## src/rtl/otp_wiper_pkg.sv

```systemverilog
package otp_wiper_pkg;
  typedef enum logic [2:0] {
    S_IDLE, S_BLOW_DATA, S_BLOW_TEST, S_BLOW_LOCK, S_VERIFY, S_DONE
  } seq_state_t;

  localparam logic [1:0] ST_READY    = 2'b00;
  localparam logic [1:0] ST_TEST_BAD = 2'b01;
  localparam logic [1:0] ST_FATAL    = 2'b10;
  localparam logic [1:0] ST_GOOD     = 2'b11;

  localparam int PROG_BIT = 6;
endpackage

```

## src/rtl/otp_frame_decode.sv

```systemverilog
module otp_frame_decode #(
  parameter int ADDR_W = 7,
  parameter logic [ADDR_W-1:0] ADDR_BASE = 7'b0101100
) (
  input  logic              addr_pin,
  input  logic              wr_valid,
  input  logic [ADDR_W-1:0] wr_addr,
  input  logic [7:0]        wr_instr,
  input  logic              rd_start,
  input  logic [ADDR_W-1:0] rd_addr,
  output logic              wr_hit,
  output logic              prog_hit,
  output logic              rd_hit
);
  logic [ADDR_W-1:0] own_addr;

  always_comb begin
    own_addr = {ADDR_BASE[ADDR_W-1:1], addr_pin};
    wr_hit   = wr_valid && (wr_addr == own_addr);
    prog_hit = wr_hit && wr_instr[otp_wiper_pkg::PROG_BIT];
    rd_hit   = rd_start && (rd_addr == own_addr);
  end
endmodule

```

## src/rtl/otp_wiper_reg.sv

```systemverilog
module otp_wiper_reg #(
  parameter int WIPER_W = 6
) (
  input  logic               clk,
  input  logic               rst,
  input  logic               fuse_lock_in,
  input  logic [WIPER_W-1:0] fuse_data_in,
  input  logic               wr_en,
  input  logic               locked,
  input  logic [WIPER_W-1:0] wr_code,
  output logic [WIPER_W-1:0] wiper
);
  localparam logic [WIPER_W-1:0] MIDSCALE = WIPER_W'(1) << (WIPER_W - 1);

  always_ff @(posedge clk) begin
    if (rst) begin
      wiper <= fuse_lock_in ? fuse_data_in : MIDSCALE;
    end else if (wr_en && !locked) begin
      wiper <= wr_code;
    end
  end

  // a committed wiper never moves until the next power-on
  p_wiper_frozen_r8: assert property (@(posedge clk) disable iff (rst)
    locked |=> $stable(wiper));
endmodule

```

## src/rtl/otp_prog_seq.sv

```systemverilog
module otp_prog_seq
  import otp_wiper_pkg::*;
#(
  parameter int BLOW_CYCLES = 4
) (
  input  logic       clk,
  input  logic       rst,
  input  logic       fuse_lock_in,
  input  logic       start,
  input  logic       verify_data_ok,
  input  logic       verify_test_ok,
  output logic       locked,
  output logic       blow_data_req,
  output logic       blow_test_req,
  output logic       blow_lock_req,
  output logic [1:0] status
);
  localparam int CNT_W = $clog2(BLOW_CYCLES) + 1;
  localparam logic [CNT_W-1:0] LAST = CNT_W'(BLOW_CYCLES - 1);

  seq_state_t       state;
  logic [CNT_W-1:0] cnt;
  logic             step_end;

  assign step_end = (cnt == LAST);

  always_ff @(posedge clk) begin
    if (rst) begin
      state  <= fuse_lock_in ? S_DONE : S_IDLE;
      status <= fuse_lock_in ? ST_GOOD : ST_READY;
      cnt    <= '0;
    end else begin
      unique case (state)
        S_IDLE: begin
          cnt <= '0;
          if (start) state <= S_BLOW_DATA;
        end
        S_BLOW_DATA, S_BLOW_TEST, S_BLOW_LOCK: begin
          if (step_end) begin
            cnt <= '0;
            if (state == S_BLOW_DATA)      state <= S_BLOW_TEST;
            else if (state == S_BLOW_TEST) state <= S_BLOW_LOCK;
            else                           state <= S_VERIFY;
          end else begin
            cnt <= cnt + 1'b1;
          end
        end
        S_VERIFY: begin
          if (!verify_data_ok)      status <= ST_FATAL;
          else if (!verify_test_ok) status <= ST_TEST_BAD;
          else                      status <= ST_GOOD;
          state <= S_DONE;
        end
        default: state <= S_DONE;
      endcase
    end
  end

  always_comb begin
    locked        = (state != S_IDLE);
    blow_data_req = (state == S_BLOW_DATA);
    blow_test_req = (state == S_BLOW_TEST);
    blow_lock_req = (state == S_BLOW_LOCK);
  end

  // never two fuse groups at once, and strict step order
  p_one_blow_r6: assert property (@(posedge clk) disable iff (rst)
    $onehot0({blow_data_req, blow_test_req, blow_lock_req}));
  p_test_after_data_r6: assert property (@(posedge clk) disable iff (rst)
    $rose(blow_test_req) |-> $past(blow_data_req));
  p_lock_after_test_r6: assert property (@(posedge clk) disable iff (rst)
    $rose(blow_lock_req) |-> $past(blow_test_req));
  // single attempt, latched outcome
  p_done_sticky_r8: assert property (@(posedge clk) disable iff (rst)
    (state == S_DONE) |=> (state == S_DONE));
  p_status_latched_r8: assert property (@(posedge clk) disable iff (rst)
    (status != ST_READY) |=> $stable(status));
endmodule

```

## src/rtl/otp_wiper_ctrl.sv

```systemverilog
module otp_wiper_ctrl #(
  parameter int WIPER_W     = 6,
  parameter int ADDR_W      = 7,
  parameter int BLOW_CYCLES = 4
) (
  input  logic               clk,
  input  logic               rst,
  input  logic               addr_pin,
  input  logic               wr_valid,
  input  logic [ADDR_W-1:0]  wr_addr,
  input  logic [7:0]         wr_instr,
  input  logic [7:0]         wr_data,
  input  logic               rd_start,
  input  logic [ADDR_W-1:0]  rd_addr,
  output logic               rd_valid,
  output logic [WIPER_W+1:0] rd_byte,
  output logic [WIPER_W-1:0] wiper,
  output logic               blow_data_req,
  output logic               blow_test_req,
  output logic               blow_lock_req,
  output logic [WIPER_W-1:0] fuse_wr_data,
  input  logic               verify_data_ok,
  input  logic               verify_test_ok,
  input  logic               fuse_lock_in,
  input  logic [WIPER_W-1:0] fuse_data_in
);
  logic       wr_hit, prog_hit, rd_hit, locked;
  logic [1:0] status;

  otp_frame_decode #(.ADDR_W(ADDR_W)) u_dec (
    .addr_pin(addr_pin), .wr_valid(wr_valid), .wr_addr(wr_addr),
    .wr_instr(wr_instr), .rd_start(rd_start), .rd_addr(rd_addr),
    .wr_hit(wr_hit), .prog_hit(prog_hit), .rd_hit(rd_hit)
  );

  otp_wiper_reg #(.WIPER_W(WIPER_W)) u_wiper (
    .clk(clk), .rst(rst), .fuse_lock_in(fuse_lock_in),
    .fuse_data_in(fuse_data_in), .wr_en(wr_hit), .locked(locked),
    .wr_code(wr_data[WIPER_W-1:0]), .wiper(wiper)
  );

  otp_prog_seq #(.BLOW_CYCLES(BLOW_CYCLES)) u_seq (
    .clk(clk), .rst(rst), .fuse_lock_in(fuse_lock_in), .start(prog_hit),
    .verify_data_ok(verify_data_ok), .verify_test_ok(verify_test_ok),
    .locked(locked), .blow_data_req(blow_data_req),
    .blow_test_req(blow_test_req), .blow_lock_req(blow_lock_req),
    .status(status)
  );

  assign fuse_wr_data = wiper;

  always_ff @(posedge clk) begin
    if (rst) begin
      rd_valid <= 1'b0;
      rd_byte  <= '0;
    end else begin
      rd_valid <= rd_hit;
      if (rd_hit) rd_byte <= {status, wiper};
    end
  end

  // a response only follows a matching read strobe
  p_rd_follows_strobe_r9: assert property (@(posedge clk) disable iff (rst)
    rd_valid |-> $past(rd_hit));
  // the fuse value offered during a blow step is held
  p_fuse_value_held_r6: assert property (@(posedge clk) disable iff (rst)
    (blow_data_req && $past(blow_data_req)) |-> $stable(fuse_wr_data));
endmodule

```

## config.mk

```make
export PLATFORM = sky130hd
export DESIGN_NAME = otp_wiper_ctrl
export DESIGN_NICKNAME = d
export VERILOG_FILES = /design/src/rtl/otp_wiper_pkg.sv /design/src/rtl/otp_frame_decode.sv /design/src/rtl/otp_wiper_reg.sv /design/src/rtl/otp_prog_seq.sv /design/src/rtl/otp_wiper_ctrl.sv
export SDC_FILE = /design/constraint.sdc
export NUM_CORES = 1
export LEC_CHECK = 0
export CORE_ASPECT_RATIO = 2
export CORE_UTILIZATION = 33
export CTS_CLUSTER_DIAMETER = 30
export DETAILED_ROUTE_END_ITERATION = 6
export GPL_ROUTABILITY_DRIVEN = 0
export GPL_TIMING_DRIVEN = 1
export PLACE_DENSITY = 0.76
export SYNTH_ARGS = -nofsm -noshare
export SYNTH_HDL_FRONTEND = slang
export SYNTH_HIERARCHICAL = 1
export SYNTH_SLANG_ARGS = --single-unit
```

## constraint.sdc

```tcl
create_clock -name clk -period 1.6 [get_ports clk]
set_clock_uncertainty 0.2 [all_clocks]
set_input_delay 0.32 -clock clk [delete_from_list [all_inputs] [get_ports clk]]
set_output_delay 0.32 -clock clk [all_outputs]
set_load 0.1 [all_outputs]
```

==> results.toml, run 1 <==
[status]
status = "complete, but fails checks"
violations = "setup timing"

[clock_network]
max-clock-path-buffers = 2
cts_tree = "yes"
numClockSinks = 23
clock_latency_ns = 0.26
htreeDepth = 1
cts_hold_buf = 0
cts_made_buffers = 3
root_buffer = "clkbuf_8"
cts.clk_slew.worst_paths_ns = 0.08

[synthesis]
synth-seq-cells = 23
synth_cells = 110
avgSynthCellArea_um2 = 10.2
synth_area_mm2 = 0.00112
synthesis.nets = 155
yosysSeqAreaShare = 0.507
yosys_warnings = 6
yosys.cell_types.count = 34

[hold_path]
worstHoldStart = "u_seq/cnt[1]"
holdCritPathClass = "flip-flop to flip-flop"
min_to = "u_seq/cnt[1]"
hold_depth = 2

[worst_setup_path]
r2r-end = "u_wiper/wiper[5]"
worst_setup_path_end_kind = "output pin"
r2r_cells = 4
cp_max_fo = 3
arrival_ns = 1.32
start_kind = "flip-flop"
critical_path_required_ns = 1.08
worstSetupPathType = "flip-flop to output pin"
reg2reg_from = "u_seq/state[0]"
reg2reg_slack_ns = -0.05

[die]
die_w_um = 43.3
dieArea_mm2 = 0.00366
coreArea_mm2 = 0.00319
initial_core_util = 0.352
num_rows = 29
die_h_um = 84.6
num_io_pins = 68

[cells_and_area]
final_cell_mix = "25 x buf_12, 20 x clkdlybuf4s50_1, 12 x buf_4, 12 x dfxtp_1, 11 x edfxtp_1"
diodes = 0
final_common_cell = "buf_12"
layoutNonFillerInstCount = 207
final_nets = 222
fillers = 230
drive_above_1_share = 0.347
area_growth_pct = 92.5

[placement]
port_buffers = 58
place_ws_ns = -0.526
placed_cells = 199
dp_hpwl_mm = 2.57

[sta]
fin_setup_tns_ns = -0.985
tightest_slew_ns = 0.332
worst_slack_ns = -0.243
relSlewSlack = 0.777
rsz0062_at_grt = "true"
fmax_mhz = 543
slew_viol_final = 0
finalCriticalPeriod_ns = 1.84
setup_violations = 12
timing.final.crit_share = 1.15
hold_viol = 0
worst_hold_slack_ns = 0.282

[drt]
vias = 1066
drc = 0
first_pass_iters = 4
ant_nets = 0
routedWlPerCell_um = 16.4
drt-initial-drc-count = 37
via_per_inst = 5.15
drt_wl_total_mm = 3.40

[global_routing]
grt_pass1_vias = 1159
grt_overflow = 0
track_usage = 0.203
grt_start_max_net_pins = 25
grt_first_pass_wirelength_mm = 5.39
antenna_found_initial = 0

[job]
maxCapViolCount = 0

[pwr]
p_per_area_mw_per_mm2 = 813
leakage_nw = 0.874
vdd_drop_max_mv = 0.609
[critical path, cell delays in order, from the launching register on]
cell and delay, ns:
edfxtp_1 0.44, or2b_4 0.31, nor2_4 0.13, buf_12 0.18
[kinds of logic (layout without fill, tap and decap cells)]
| family | after synthesis | count (layout) | share of synthesized area |
|---|---|---|---|
| and+or+nand+nor | 41 | 41 | 0.199 |
| DFF | 23 | 23 | 0.507 |
| buffers and inverters | 19 | 85 | 0.101 |
| AOI/OAI and AO/OA | 16 | 16 | 0.0946 |
| muxes | 8 | 8 | 0.0712 |
| xor gates and xnor gates | 2 | 2 | 0.0156 |
| adders and majority gates | 1 | 1 | 0.0111 |
[flip-flops by register name, summed over array words and instances (netlist names)]
signal,cells
u_seq/cnt,3
u_wiper/wiper,6
rd_byte,8
rd_valid,1
u_seq/status,2
u_seq/state,3
[metrics by stage]
step | area, um2 | power (mW) | utilization
after CTS | 2150 | 1.75 | 0.673
after floorplan | 1230 | 1.14 | -
after global placement | 2030 | 1.38 | 0.636
after global routing | 2170 | 1.83 | 0.678
after detailed placement | 2030 | 1.39 | 0.636
final | 2170 | 1.76 | 0.678
[cells in the mapped netlist]
cell / instances / area, um2
or3_1: 1 / 6.26
and3b_1: 1 / 8.76
edfxtp_1: 11 / 330
xor2_1: 2 / 17.5
or3b_2: 1 / 8.76
dfxtp_1: 12 / 240
nand2_1: 6 / 22.5
nor4_2: 1 / 12.5
inv_1: 8 / 30.0
or2b_1: 1 / 7.51
a21o_2: 1 / 8.76
nand2b_1: 2 / 12.5
nand3b_1: 1 / 7.51
o21ai_0: 6 / 30.0
nor3_1: 3 / 15.0
o21bai_1: 1 / 7.51
a21o_1: 1 / 7.51
o21ba_2: 1 / 10.0
or4_1: 1 / 7.51
nand4bb_1: 2 / 22.5
nor2_1: 13 / 48.8
nor2b_1: 2 / 12.5
clkbuf_1: 1 / 3.75
a21oi_1: 2 / 10.0
buf_6: 2 / 22.5
nand3_1: 5 / 25.0
o31a_1: 1 / 8.76
nor4_1: 1 / 6.26
buf_4: 7 / 52.6
clkbuf_2: 1 / 5.00
mux2i_1: 8 / 80.1
ha_1: 1 / 12.5
o22a_1: 1 / 8.76
o21a_1: 2 / 15.0
[per-layer routing]
| layer | share of wire | vias up | track usage |
|---|---|---|---|
| met2 | 0.57 | 51 | 0.369 |
| met3 | 0.044 | 14 | 0.0301 |
| met4 | 0.057 | 0 | 0.168 |
| met1 | 0.32 | 498 | 0.180 |
| li1 | - | 503 | - |
| met5 | 0 | - | 0 |
[area by class of cell]
| cell class | instances | area (um2) | share of cell area |
|---|---|---|---|
| Inverter | 8 | 30.0 | 0.0139 |
| Timing Repair Buffer | 73 | 937 | 0.433 |
| Multi-Input combinational cell | 68 | 544 | 0.251 |
| Tap cell | 31 | 38.8 | 0.0179 |
| Sequential cell | 23 | 571 | 0.263 |
| Clock buffer | 4 | 45.0 | 0.0208 |
[worst max-delay path by stage]
stage	start	end	slack, ns
6_report	u_seq/state[2]	blow_lock_req	-0.24
5_1_grt	u_seq/state[2]	blow_lock_req	-0.29
4_1_cts	u_seq/state[0]	blow_lock_req	-0.24
3_5_place_dp	wr_addr[1]	u_seq/state[2]	-0.53
3_3_place_gp	wr_addr[1]	u_seq/state[1]	-0.45
2_1_floorplan	u_seq/state[1]	u_seq/state[1]	-0.29
[where the power goes]
group / internal, mW / leakage, nW / total (mW) / switching, mW
Sequential: 0.662 / 0.206 / 0.711 / 0.0493
Clock: 0.178 / 0.0228 / 0.360 / 0.182
Combinational: 0.291 / 0.646 / 0.690 / 0.399
Total: 1.13 / 0.874 / 1.76 / 0.630
[what timing repair did]
item / in CTS / in global routing
buffers inserted: 2 / 2
resized for setup: 25 / 8
endpoints found under the setup margin: 20 / 20
pin swaps: 11 / 5
cloned: 1 / 0
No activity file was read; power rests on OpenSTA's default activity.
==> inputs of run 2 (changes only) <==
--- a/config.mk
+++ b/config.mk
@@ -11,7 +11,7 @@
 export DETAILED_ROUTE_END_ITERATION = 6
 export GPL_ROUTABILITY_DRIVEN = 0
 export GPL_TIMING_DRIVEN = 1
-export PLACE_DENSITY = 0.76
+export PLACE_DENSITY = 0.82
 export SYNTH_ARGS = -nofsm -noshare
 export SYNTH_HDL_FRONTEND = slang
 export SYNTH_HIERARCHICAL = 1
==> run 2 against run 1 <==
The run still ends with setup timing left. Combinational power is essentially flat. Wire length grew 0.35%. Die area is the same. Global-route usage shrank 0.25 points. Critical endpoint unchanged.
==> results.toml, run 2 (synthesized netlist as in run 1, its figures left out) <==
[hold_path]
holdCritPathClass = "flip-flop to flip-flop"
hold_depth = 2
min_to = "u_seq/cnt[1]"
worstHoldStart = "u_seq/cnt[1]"

[drt]
met2_length_mm = 2.04
wl_met3_um = 130
routedWlPerCell_um = 16.5
routed.top_layer = "met4"
drc = 0
drt_wl_total_mm = 3.41
first_pass_iters = 5
drt-initial-drc-count = 16
vias = 1050
ant_nets = 0
via_per_inst = 5.10
wl_met1_mm = 1.07

[sta]
slew_viol_final = 0
setup_violations = 9
fin_setup_tns_ns = -0.771
hold_viol = 0
fmax_mhz = 551
worst_slack_ns = -0.216
worst_hold_slack_ns = 0.263
finalCriticalPeriod_ns = 1.82
tightest_slew_ns = 0.300
relSlewSlack = 0.799
rsz0062_at_grt = "true"
timing.final.crit_share = 1.14

[pwr]
switching_power_uw = 615
p_comb_frac = 0.396
total_power_mw = 1.74
p_seq_frac = 0.406
vdd_drop_max_mv = 0.596
power_frac_clock = 0.198
p_int_mw = 1.13
sw_frac_of_total = 0.353
leakage_nw = 0.877
p_per_area_mw_per_mm2 = 807

[clock_network]
cts_hold_buf = 0
htreeDepth = 1
cts_tree = "yes"
max-clock-path-buffers = 2
cts_made_buffers = 3
clock_latency_ns = 0.26
root_buffer = "clkbuf_8"
cts.clk_slew.worst_paths_ns = 0.08
numClockSinks = 23

[global_routing]
track_usage = 0.200
grt_pass1_vias = 1170
grt_start_max_net_pins = 26
grt_overflow = 0
grt_first_pass_wirelength_mm = 5.49
antenna_found_initial = 0

[die]
initial_core_util = 0.352
die_w_um = 43.3
coreArea_mm2 = 0.00319
dieArea_mm2 = 0.00366
die_h_um = 84.6
num_io_pins = 68
num_rows = 29

[placement]
placed_cell_area_mm2 = 0.00203
port_buffers = 58
dp_hpwl_mm = 2.58

[cells_and_area]
final_common_cell = "buf_12"
final_cell_mix = "25 x buf_12, 16 x clkdlybuf4s50_1, 12 x dfxtp_1"
drive_above_1_share = 0.366
largest_register = "rd_byte"
reg.largest.list = "rd_byte x8, u_wiper/wiper x6"
area_growth_pct = 91.8
final_nets = 221
fillers = 214
diodes = 0
largest_reg_flops = 8
final_area_mm2 = 0.00216

[worst_setup_path]
r2r_cells = 4
r2r-end = "u_wiper/wiper[3]"
reg2reg_slack_ns = -0.03
reg2reg_from = "u_seq/state[0]"
critical_path_required_ns = 1.08
worst_setup_path_end_kind = "output pin"
cp_max_fo = 3
arrival_ns = 1.30
worstSetupPathType = "flip-flop to output pin"
start_kind = "flip-flop"

[status]
status = "complete, but fails checks"
violations = "setup timing"

[job]
maxCapViolCount = 0
==> run 2: cell count changes in the layout (fill, tap and decap cells not counted), moves of 2 or more <==
cell and delta:
clkbuf_2 +4, clkdlybuf4s50_1 -4, nor3_1 -2, nor3_2 +2
==> run 2: worst max path at each step <==
stage | slack (ns) | to | depth (start not counted) | start
global placement | -0.46 | u_seq/state[1] | 5 | wr_addr[1]
detailed placement | -0.55 | u_seq/state[0] | 5 | wr_addr[6]
finish | -0.22 | blow_lock_req | 3 | u_seq/state[2]
CTS | -0.22 | blow_lock_req | 3 | u_seq/state[2]
floorplan | -0.29 | u_seq/state[1] | 3 | u_seq/state[1]
global route | -0.26 | blow_lock_req | 3 | u_seq/state[2]
==> run 2: cell type report <==
class | count | area (um2) | share of cell area
clock buffers | 4 | 45.0 | 0.0209
flip-flops and latches | 23 | 571 | 0.265
repair buffers | 72 | 908 | 0.421
inverters | 8 | 30.0 | 0.0139
well taps | 31 | 38.8 | 0.0180
multi-input cells | 68 | 564 | 0.262
==> run 2: repair_timing <==
item / 4_1_cts / 5_1_grt
gates resized for setup: 33 / 14
buffers inserted: 1 / 1
pin swaps: 11 / 7
gates cloned: 1 / 0
endpoints found under the setup margin: 20 / 16
==> run 2: layer usage <==
metal / GRT usage / vias to the layer above
met3: 0.0215 / 14
li1: - / 503
met4: 0.113 / 0
met1: 0.181 / 489
met2: 0.393 / 44
met5: 0 / -
==> run 2: power by group through the flow <==
stage                     registers [mW]  logic (mW)  clock network (mW)
after floorplan                    0.813       0.330                   0
after global placement             0.717       0.658                   0
after detailed placement           0.720       0.670                   0
after CTS                          0.706       0.686               0.348
after global routing               0.712       0.714               0.379
final                              0.707       0.690               0.344
==> run 2: critical path, cell delays in order, from the launching register on <==
cell and delay (ns):
edfxtp_1 0.42, or2b_4 0.30, nor2_4 0.13, buf_12 0.18
==> run 2: metrics by stage <==
stage,instances,setup WS [ns],util
finish,206,-0.216,0.676
global placement,199,-0.456,0.636
global route,206,-0.262,0.676
detailed placement,199,-0.546,0.636
CTS,205,-0.221,0.674
floorplan,110,-0.290,-
==> inputs of run 3 (changes only) <==
--- a/config.mk
+++ b/config.mk
@@ -5,6 +5,7 @@
 export SDC_FILE = /design/constraint.sdc
 export NUM_CORES = 1
 export LEC_CHECK = 0
+export CAP_MARGIN = 20
 export CORE_ASPECT_RATIO = 2
 export CORE_UTILIZATION = 33
 export CTS_CLUSTER_DIAMETER = 30
==> results of run 3 <==
The final DEF is identical to that of run 2; final timing and power are the same.
